===== src/rtl/wdog_pkg.sv =====
package wdog_pkg;
  localparam int          KEY_W    = 16;
  localparam logic [15:0] KEY_ARM  = 16'hE51A;
  localparam logic [15:0] KEY_FIRE = 16'hA35C;

  localparam logic [1:0] SEL_PRELOAD = 2'd0;
  localparam logic [1:0] SEL_CTRL    = 2'd1;
  localparam logic [1:0] SEL_CLR     = 2'd2;

  localparam int ST_LATE  = 0;
  localparam int ST_EARLY = 1;
  localparam int ST_KEY   = 2;
  localparam int ST_W     = 3;

  typedef enum logic {SEQ_IDLE, SEQ_ARMED} seq_state_e;
endpackage


===== src/rtl/wdog_key_seq.sv =====
module wdog_key_seq
  import wdog_pkg::*;
(
  input  logic             clk_i,
  input  logic             rst_ni,
  input  logic             en_i,
  input  logic             abort_i,
  input  logic             we_i,
  input  logic [KEY_W-1:0] key_i,
  output logic             svc_ok_o,
  output logic             key_bad_o
);
  seq_state_e state_q, state_d;
  logic       wr;

  assign wr = en_i && we_i;

  always_comb begin
    svc_ok_o  = 1'b0;
    key_bad_o = 1'b0;
    if (wr) begin
      if (state_q == SEQ_IDLE) begin
        key_bad_o = (key_i != KEY_ARM);
      end else begin
        svc_ok_o  = (key_i == KEY_FIRE);
        key_bad_o = (key_i != KEY_FIRE);
      end
    end
  end

  always_comb begin
    state_d = state_q;
    if (!en_i || abort_i || svc_ok_o) state_d = SEQ_IDLE;
    else if (wr && state_q == SEQ_IDLE && key_i == KEY_ARM) state_d = SEQ_ARMED;
  end

  always_ff @(posedge clk_i or negedge rst_ni) begin
    if (!rst_ni) state_q <= SEQ_IDLE;
    else         state_q <= state_d;
  end
endmodule


===== src/rtl/wdog_counter.sv =====
module wdog_counter #(
  parameter int PRELOAD_W  = 12,
  parameter int PRESCALE_W = 13,
  localparam int CNT_W     = PRELOAD_W + PRESCALE_W
) (
  input  logic                 clk_i,
  input  logic                 rst_ni,
  input  logic                 en_i,
  input  logic                 win_en_i,
  input  logic [PRELOAD_W-1:0] preload_i,
  input  logic                 svc_ok_i,
  input  logic                 reload_i,
  output logic [CNT_W-1:0]     cnt_o,
  output logic                 late_o,
  output logic                 early_o
);
  logic [CNT_W-1:0]   cnt_q;
  logic [CNT_W-1:0]   load_val;
  logic [CNT_W-1:0]   win_thr;
  logic [PRELOAD_W:0] preload_inc;

  // (preload+1)*2^P - 1 is preload followed by P ones
  assign load_val    = {preload_i, {PRESCALE_W{1'b1}}};
  assign preload_inc = {1'b0, preload_i} + {{PRELOAD_W{1'b0}}, 1'b1};

  generate
    if (PRESCALE_W > 1) begin : g_thr_shift
      assign win_thr = CNT_W'(preload_inc) << (PRESCALE_W - 1);
    end else begin : g_thr_flat
      assign win_thr = CNT_W'(preload_inc);
    end
  endgenerate

  assign late_o  = en_i && (cnt_q == '0) && !svc_ok_i;
  assign early_o = svc_ok_i && win_en_i && (cnt_q >= win_thr);
  assign cnt_o   = cnt_q;

  always_ff @(posedge clk_i or negedge rst_ni) begin
    if (!rst_ni)                           cnt_q <= '0;
    else if (!en_i || reload_i || svc_ok_i) cnt_q <= load_val;
    else if (cnt_q != '0)                  cnt_q <= cnt_q - 1'b1;
  end
endmodule


===== src/rtl/wdog_cfg_regs.sv =====
module wdog_cfg_regs
  import wdog_pkg::*;
#(
  parameter int PRELOAD_W = 12
) (
  input  logic                 clk_i,
  input  logic                 rst_ni,
  input  logic                 we_i,
  input  logic [1:0]           sel_i,
  input  logic [PRELOAD_W-1:0] wdata_i,
  input  logic [ST_W-1:0]      viol_i,
  output logic [PRELOAD_W-1:0] preload_o,
  output logic                 en_o,
  output logic                 win_en_o,
  output logic [ST_W-1:0]      status_o
);
  logic [ST_W-1:0] clr;

  assign clr = (we_i && sel_i == SEL_CLR) ? wdata_i[ST_W-1:0] : '0;

  always_ff @(posedge clk_i or negedge rst_ni) begin
    if (!rst_ni) begin
      preload_o <= '0;
      en_o      <= 1'b0;
      win_en_o  <= 1'b0;
      status_o  <= '0;
    end else begin
      if (we_i && sel_i == SEL_PRELOAD) preload_o <= wdata_i;
      // control is locked once running
      if (we_i && sel_i == SEL_CTRL && !en_o) begin
        en_o     <= wdata_i[0];
        win_en_o <= wdata_i[1];
      end
      status_o <= (status_o & ~clr) | viol_i;
    end
  end
endmodule


===== src/rtl/wdog_countdown.sv =====
module wdog_countdown
  import wdog_pkg::*;
#(
  parameter int PRELOAD_W  = 12,
  parameter int PRESCALE_W = 13
) (
  input  logic                 clk_i,
  input  logic                 rst_ni,
  input  logic                 reg_we_i,
  input  logic [1:0]           reg_sel_i,
  input  logic [PRELOAD_W-1:0] reg_wdata_i,
  input  logic                 svc_we_i,
  input  logic [15:0]          svc_key_i,
  output logic                 rst_req_o,
  output logic [2:0]           status_o
);
  localparam int CNT_W = PRELOAD_W + PRESCALE_W;

  logic [PRELOAD_W-1:0] preload_q;
  logic                 en_q;
  logic                 win_q;
  logic [CNT_W-1:0]     cnt_q;
  logic                 svc_ok;
  logic                 key_bad;
  logic                 late;
  logic                 early;
  logic [ST_W-1:0]      viol;
  logic                 viol_any;
  logic                 rst_req_q;

  assign viol[ST_LATE]  = late;
  assign viol[ST_EARLY] = early;
  assign viol[ST_KEY]   = key_bad;
  assign viol_any       = |viol;

  wdog_cfg_regs #(.PRELOAD_W(PRELOAD_W)) u_regs (
    .clk_i     (clk_i),
    .rst_ni    (rst_ni),
    .we_i      (reg_we_i),
    .sel_i     (reg_sel_i),
    .wdata_i   (reg_wdata_i),
    .viol_i    (viol),
    .preload_o (preload_q),
    .en_o      (en_q),
    .win_en_o  (win_q),
    .status_o  (status_o)
  );

  wdog_key_seq u_keys (
    .clk_i     (clk_i),
    .rst_ni    (rst_ni),
    .en_i      (en_q),
    .abort_i   (viol_any),
    .we_i      (svc_we_i),
    .key_i     (svc_key_i),
    .svc_ok_o  (svc_ok),
    .key_bad_o (key_bad)
  );

  wdog_counter #(.PRELOAD_W(PRELOAD_W), .PRESCALE_W(PRESCALE_W)) u_cnt (
    .clk_i     (clk_i),
    .rst_ni    (rst_ni),
    .en_i      (en_q),
    .win_en_i  (win_q),
    .preload_i (preload_q),
    .svc_ok_i  (svc_ok),
    .reload_i  (viol_any),
    .cnt_o     (cnt_q),
    .late_o    (late),
    .early_o   (early)
  );

  always_ff @(posedge clk_i or negedge rst_ni) begin
    if (!rst_ni) rst_req_q <= 1'b0;
    else         rst_req_q <= viol_any;
  end

  assign rst_req_o = rst_req_q;
endmodule


===== config.mk =====
export PLATFORM = sky130hd
export DESIGN_NAME = wdog_countdown
export DESIGN_NICKNAME = d
export VERILOG_FILES = /design/src/rtl/wdog_pkg.sv /design/src/rtl/wdog_key_seq.sv /design/src/rtl/wdog_counter.sv /design/src/rtl/wdog_cfg_regs.sv /design/src/rtl/wdog_countdown.sv
export SDC_FILE = /design/constraint.sdc
export NUM_CORES = 1
export LEC_CHECK = 0
export ABC_AREA = 0
export CAP_MARGIN = 15
export CORE_MARGIN = 5
export CORE_UTILIZATION = 59
export CTS_CLUSTER_SIZE = 8
export DETAILED_ROUTE_END_ITERATION = 6
export GPL_TIMING_DRIVEN = 0
export HOLD_SLACK_MARGIN = 0.03
export PLACE_DENSITY_LB_ADDON = 0.12
export SLEW_MARGIN = 10
export SYNTH_ARGS = -nofsm -noshare
export SYNTH_HDL_FRONTEND = slang
export SYNTH_SLANG_ARGS = --single-unit

===== constraint.sdc =====
create_clock -name clk_i -period 5.4 [get_ports clk_i]
set_clock_uncertainty 0.1 [all_clocks]
set_input_delay 0.54 -clock clk_i [delete_from_list [all_inputs] [get_ports clk_i]]
set_output_delay 0.54 -clock clk_i [all_outputs]
set_load 0.005 [all_outputs]

=== Word-level counts from Yosys, hierarchy flattened ===
Cells that the tools add are included.

* Muxes and demuxes: 9
* $lt $le $gt $ge: 1
* Reduce and logical (&&, ||, !) cells: 21
* $add $sub $neg: 2
* Equal/unequal tests: 6
* Bitwise operators: 4

{| class="wikitable"
|+ Operators by type and width
! kind !! count
|-
| two-way mux 25 bit || 2
|-
| equality test 16 bit (second input constant) || 2
|-
| != test 16 bit (second input constant) || 2
|-
| >= comparator 25 bit || 1
|-
| logical NOT 25 bit || 1
|-
| nonzero test 25 bit || 1
|-
| subtractor 25 x 1 -> 25 bit (second input constant) || 1
|-
| adder 12 x 1 -> 13 bit (second input constant) || 1
|-
| logical AND 1 bit || 11
|-
| two-way mux 1 bit || 6
|-
| nonzero test 2 bit || 2
|-
| bitwise AND 3 bit || 1
|-
| two-way mux 3 bit || 1
|-
| NOT 3 bit || 1
|-
| OR 3 bit || 1
|-
| OR reduction 3 bit || 1
|-
| equality test 2 x 1 -> 1 bit (second input constant) || 1
|-
| equality test 2 bit (second input constant) || 1
|-
| logical NOT 1 bit || 2
|-
| logical NOT 2 bit || 1
|-
| logical OR 1 bit || 2
|-
| NOT 1 bit || 1
|}

* Register bits: 44
* Output and inout port bits: 4
* Logic and storage cells: 50
* Input port bits: 34

=== Logic depth before layout (Yosys ltp) ===
* Word-level depth: 9
* Gate-level depth with buffers: 11
* Depth with buffers taken out: 11

=== Modules after synthesis ===
From an unflattened synthesis, not the netlist that was laid out.

* Cell total of the unflattened synthesis: 286
* Area total of the unflattened synthesis: 2815.2 µm²

{| class="wikitable"
|+ By module, submodules not included
! module !! times used !! area an instance (µm²) !! seq. area each (µm²) !! cells each
|-
| wdog_counter || 1 || 1943.1 || 625.6 || 225
|-
| wdog_cfg_regs || 1 || 676.9 || 425.4 || 41
|-
| wdog_key_seq || 1 || 163.9 || 25.0 || 18
|-
| wdog_countdown || 1 || 31.3 || 25.0 || 2
|}

=== Worst setup path before layout ===
No wires, ideal clock.

* Path type: flip-flop to flip-flop
* From: reg u_cnt.cnt_q[8] (netlist: u_cnt.cnt_o[8])
* To: reg u_cnt.cnt_q[21] (netlist: u_cnt.cnt_o[21])
* Library setup time: 0.125 ns
* Stages on the path, launching flop included: 8
* Data required time: 5.175 ns
* Arrival time: 2.301 ns
* Path slack: 2.873 ns
* Period minus slack after synthesis: 2.527 ns
* Buffers on the path: 2
* Cells stage by stage: dfrtp_1 > or4_4 > or4_1 > buf_2 > nor3_4 > a21oi_2 > buf_6 > mux2_4

* Cells in the longest elaborated chain, start to end: 7
* Elaborated cells between the ends (all ways): 13
* Classes of those cells: 1 x add/sub; 1 x order compare; 2 x mux; 9 x reduce/logical

{| class="wikitable"
|+ RTL lines
! what !! line !! text
|-
| start, declared || wdog_counter.sv:17 || <nowiki>logic [CNT_W-1:0] cnt_q;</nowiki>
|-
| start signal, assigned || wdog_counter.sv:40 || <nowiki>else if (!en_i || reload_i || svc_ok_i) cnt_q <= load_val;</nowiki>
|-
| start signal, assigned || wdog_counter.sv:41 || <nowiki>else if (cnt_q != '0) cnt_q <= cnt_q - 1'b1;</nowiki>
|-
| branches (longest 7 deep; another with >= comparator 25 bit) || n/a ||
|}

Parallel ways; which one is timed is not known. The select of a mux whose other input is x is not followed.
A chain may end at the register's enable or synchronous reset.

=== Worst setup path after layout ===
* From: reg u_regs.preload_o[2]
* To: reg rst_req_q (netlist: rst_req_o)

* Cells in the longest elaborated chain, start to end: 4

{| class="wikitable"
|+ RTL lines
! what !! line !! text
|-
| start, declared || wdog_cfg_regs.sv:12 || <nowiki>output logic [PRELOAD_W-1:0] preload_o,</nowiki>
|-
| start signal, assigned || wdog_cfg_regs.sv:28 || <nowiki>if (we_i && sel_i == SEL_PRELOAD) preload_o <= wdata_i;</nowiki>
|-
| adder 12 x 1 -> 13 bit || wdog_counter.sv:24 || <nowiki>assign preload_inc = {1'b0, preload_i} + {{PRELOAD_W{1'b0}}, 1'b1};</nowiki>
|-
| >= comparator 25 bit || wdog_counter.sv:35 || <nowiki>assign early_o = svc_ok_i && win_en_i && (cnt_q >= win_thr);</nowiki>
|-
| logical AND 1 bit || wdog_counter.sv:35 ||
|-
| OR reduction 3 bit || wdog_countdown.sv:34 || <nowiki>assign viol_any = |viol;</nowiki>
|-
| net u_cnt.reload_i || wdog_counter.sv:12 || <nowiki>input logic reload_i,</nowiki>
|-
| end signal, assigned || wdog_countdown.sv:75 || <nowiki>else rst_req_q <= viol_any;</nowiki>
|-
| end, declared || wdog_countdown.sv:29 || <nowiki>logic rst_req_q;</nowiki>
|}

The timed path passes the listed nets, and every way through them passes these cells.

==> metrics <==
status=completed; vias per cell=5.64; fillers=337; Post-Layout Cell Count=354; Core ar.=4320 um^2; post-CTS resize count=0; final wirelength=5310 um; Final Max Slew Viols=0; port bufs=37; clock slew at reported path FFs=0.09 ns; routability congestion estimate=0.849; ant diodes=0; Max Fclk=342 MHz; PD cells=280 nW/um^2; clock tree buffer depth=2; Avg Cell Area, Syn=10.2 um^2; GRT Resource Usage Total=19.6%; first-pass GRT wire length=9450 um; RSZ-0062 raised after global routing=no; Synth Net Count=305; Final setup viols=0; first drt pass iteration count=4; via count=1998; initial antenna violation count=0; Antenna Nets Post-Route=0; Rel. slew slack=54.0%; total negative slack=0 ns; Starting DRT DRC Count=98; Setup CP Type=flop to flop; worst hold path class=input port to asynchronous set/reset pin; TritonCTS buffer count=5; WL per Instance=15.0 um; multi-input logic area=1450 um^2; VDD IR max=0.231 mV; worst hold slack=0.0698 ns; Clock Sinks=44; Die Wd=76.6 um; top_reg_cell synth=dfrtp_1; Starting Density=60.5%; top-level I/O count=38; row count=24; Seq pwr share=49.2%; Die Y=76.6 um; Power, Total=885 uW; internal power=600 uW; number of synthesized register bits=44; sw frac=32.2%; Clock Latency Late Sink=0.31 ns; EDFF count, synth=0; leading post-synthesis cells by cell area=dfrtp_1 (42%), mux2_2 (7.7%), ha_1 (7.2%); Setup Buffers After CTS=0; Final Hold Fails=0; Leakage Power=0.00124 uW; drt drc=0; Synth Cell Area=2620 um^2; Nets=350; H-tree depth=2; CP startpoint kind=flop; CTS tree=done; Tcrit/Tclk final=54.1%; Yosys top cell area share=42.1%; number of distinct library cells after synthesis=47; total grt overflow=0; post-synth top area cell=dfrtp_1; critical path arrival=3.08 ns; Worst Tran Pin Value=0.688 ns; Clk pwr share=24.0%; layout cell share with drive strength beyond 1=12.9%; CTS root buf=clkbuf_8; CP endpoint kind=flop; area grow syn2layout=20.8%; hpwl dp=4120 um; Ys Warns=0; vias in the first global route=2050; Post-synth ARST share=100%; max-cap violations=0; Worst Path Required=5.55 ns; post-synthesis sequential area ratio=42.1%; register area=1100 um^2; largest net degree at the start of global routing=27; hold_buf cts=0; min cycle time layout=2.92 ns; NetSw=285 uW; cell count after placement=346; synthesized instance count=256; Comb power frac=26.8%; die area=5870 um^2; Worst Path Max Fanout=6
-- worst paths after layout --
check	start	depth (start not counted)	to	slack [ns]
worst min register to register	u_regs.status_o[1]	1	u_regs.status_o[1]	0.38
min in group clk_i	u_regs.status_o[1]	1	u_regs.status_o[1]	0.38
worst max-delay path	u_regs.preload_o[2]	11	rst_req_o	2.48
worst min-delay path	rst_ni	1	u_regs.win_en_o	0.07
max in group asynchronous	rst_ni	2	u_cnt.cnt_o[22]	4.64
worst max register to register	u_regs.preload_o[2]	11	rst_req_o	2.48
-- cells in the final DEF, fill, tap and decap left out, drive strengths merged, types with 2 or more instances in the layout --
cell and n:
or4 5, mux2 21, o21ai 8, or2 3, nor2b 3, buf 5, a31oi 2, nor4 4
clkbuf 8, nand2 29, xor2 16, or3 5, and4 2, nand2b 4, a21oi 7, xnor2 13
clkdlybuf4s50 36, clkinvlp 2, and3 3, a21o 4, nor4b 2, ha 15, nand4 4, inv 8
nor3 15, nand3 9, nor2 9, dfrtp 44
-- per-layer routing --
| layer | up-vias | routed length, um | GRT usage, % |
|---|---|---|---|
| li1 | 1006 | - | - |
| met1 | 948 | 2430 | 25.1 |
| met2 | 35 | 2560 | 31.9 |
| met3 | 9 | 214 | 5.79 |
| met4 | 0 | 97 | 6.12 |
| met5 | - | 0 | 0 |
-- metrics by stage --
stage | utilization (%) | cell area [um^2] | setup WS, ns
floorplan | - | 2620 | 2.87
global placement | 70.6 | 3050 | 2.47
detailed placement | 70.9 | 3070 | 2.45
CTS | 73.1 | 3160 | 2.48
global route | 73.1 | 3160 | 2.14
finish | 73.1 | 3160 | 2.48
-- power by group through the flow --
stage	Sequential (uW)	Clock, uW	Combinational [uW]
after floorplan	427	0	166
after global placement	440	0	225
after detailed placement	441	0	236
after CTS	435	219	238
after global routing	445	237	273
final	435	212	237
-- worst max-delay path, stage by stage (launching register included) --
cell,delay (ns)
dfrtp_1,0.45
and3_1,0.20
nand3_1,0.18
nor2_1,0.20
and3_1,0.19
xnor2_1,0.10
ha_1,0.30
nand4_1,0.14
nor4_1,0.34
a31oi_1,0.13
a311oi_1,0.38
or3_1,0.17
-- cells by family after synthesis --
family | synth area share [%]
and+or+nand+nor | 21.6
DFF | 42.1
AOI/OAI and AO/OA | 7.22
xor gates and xnor gates | 9.71
muxes | 9.85
adders and majority gates | 7.17
buffers and inverters | 2.39
-- area by class of cell --
cell class                      instances  area share [%]
Buffer                                  6            1.03
Clock buffer                            5            2.18
Clock inverter                          3           0.752
Inverter                                8           0.950
Multi-Input combinational cell        198            46.0
Sequential cell                        44            34.9
Tap cell                               52            2.06
Timing Repair Buffer                   38            12.2
-- cell usage after synthesis, types with 2 or more instances --
master	instances
dfrtp_1	44
nand2_1	29
mux2_2	18
xor2_1	16
ha_1	15
nor3_1	14
xnor2_1	13
nand3_1	9
nor2_1	9
inv_1	8
o21ai_0	8
a21oi_1	6
or3_1	5
a21o_1	4
nand2b_1	4
nand4_1	4
nor4_1	4
or4_1	4
and3_1	3
clkbuf_1	3
mux2_4	3
nor2b_1	3
a31oi_1	2
and4_1	2
buf_2	2
nor4b_1	2
or2_2	2
-- flip-flops by register name, summed over array words and instances, names as in the netlist --
signal / cells
u_regs.preload_o: 12
u_keys.state_q: 1
u_cnt.cnt_o: 25
rst_req_o: 1
u_regs.status_o: 3
u_regs.win_en_o: 1
u_regs.en_o: 1
(Power assumes the default switching activity.)
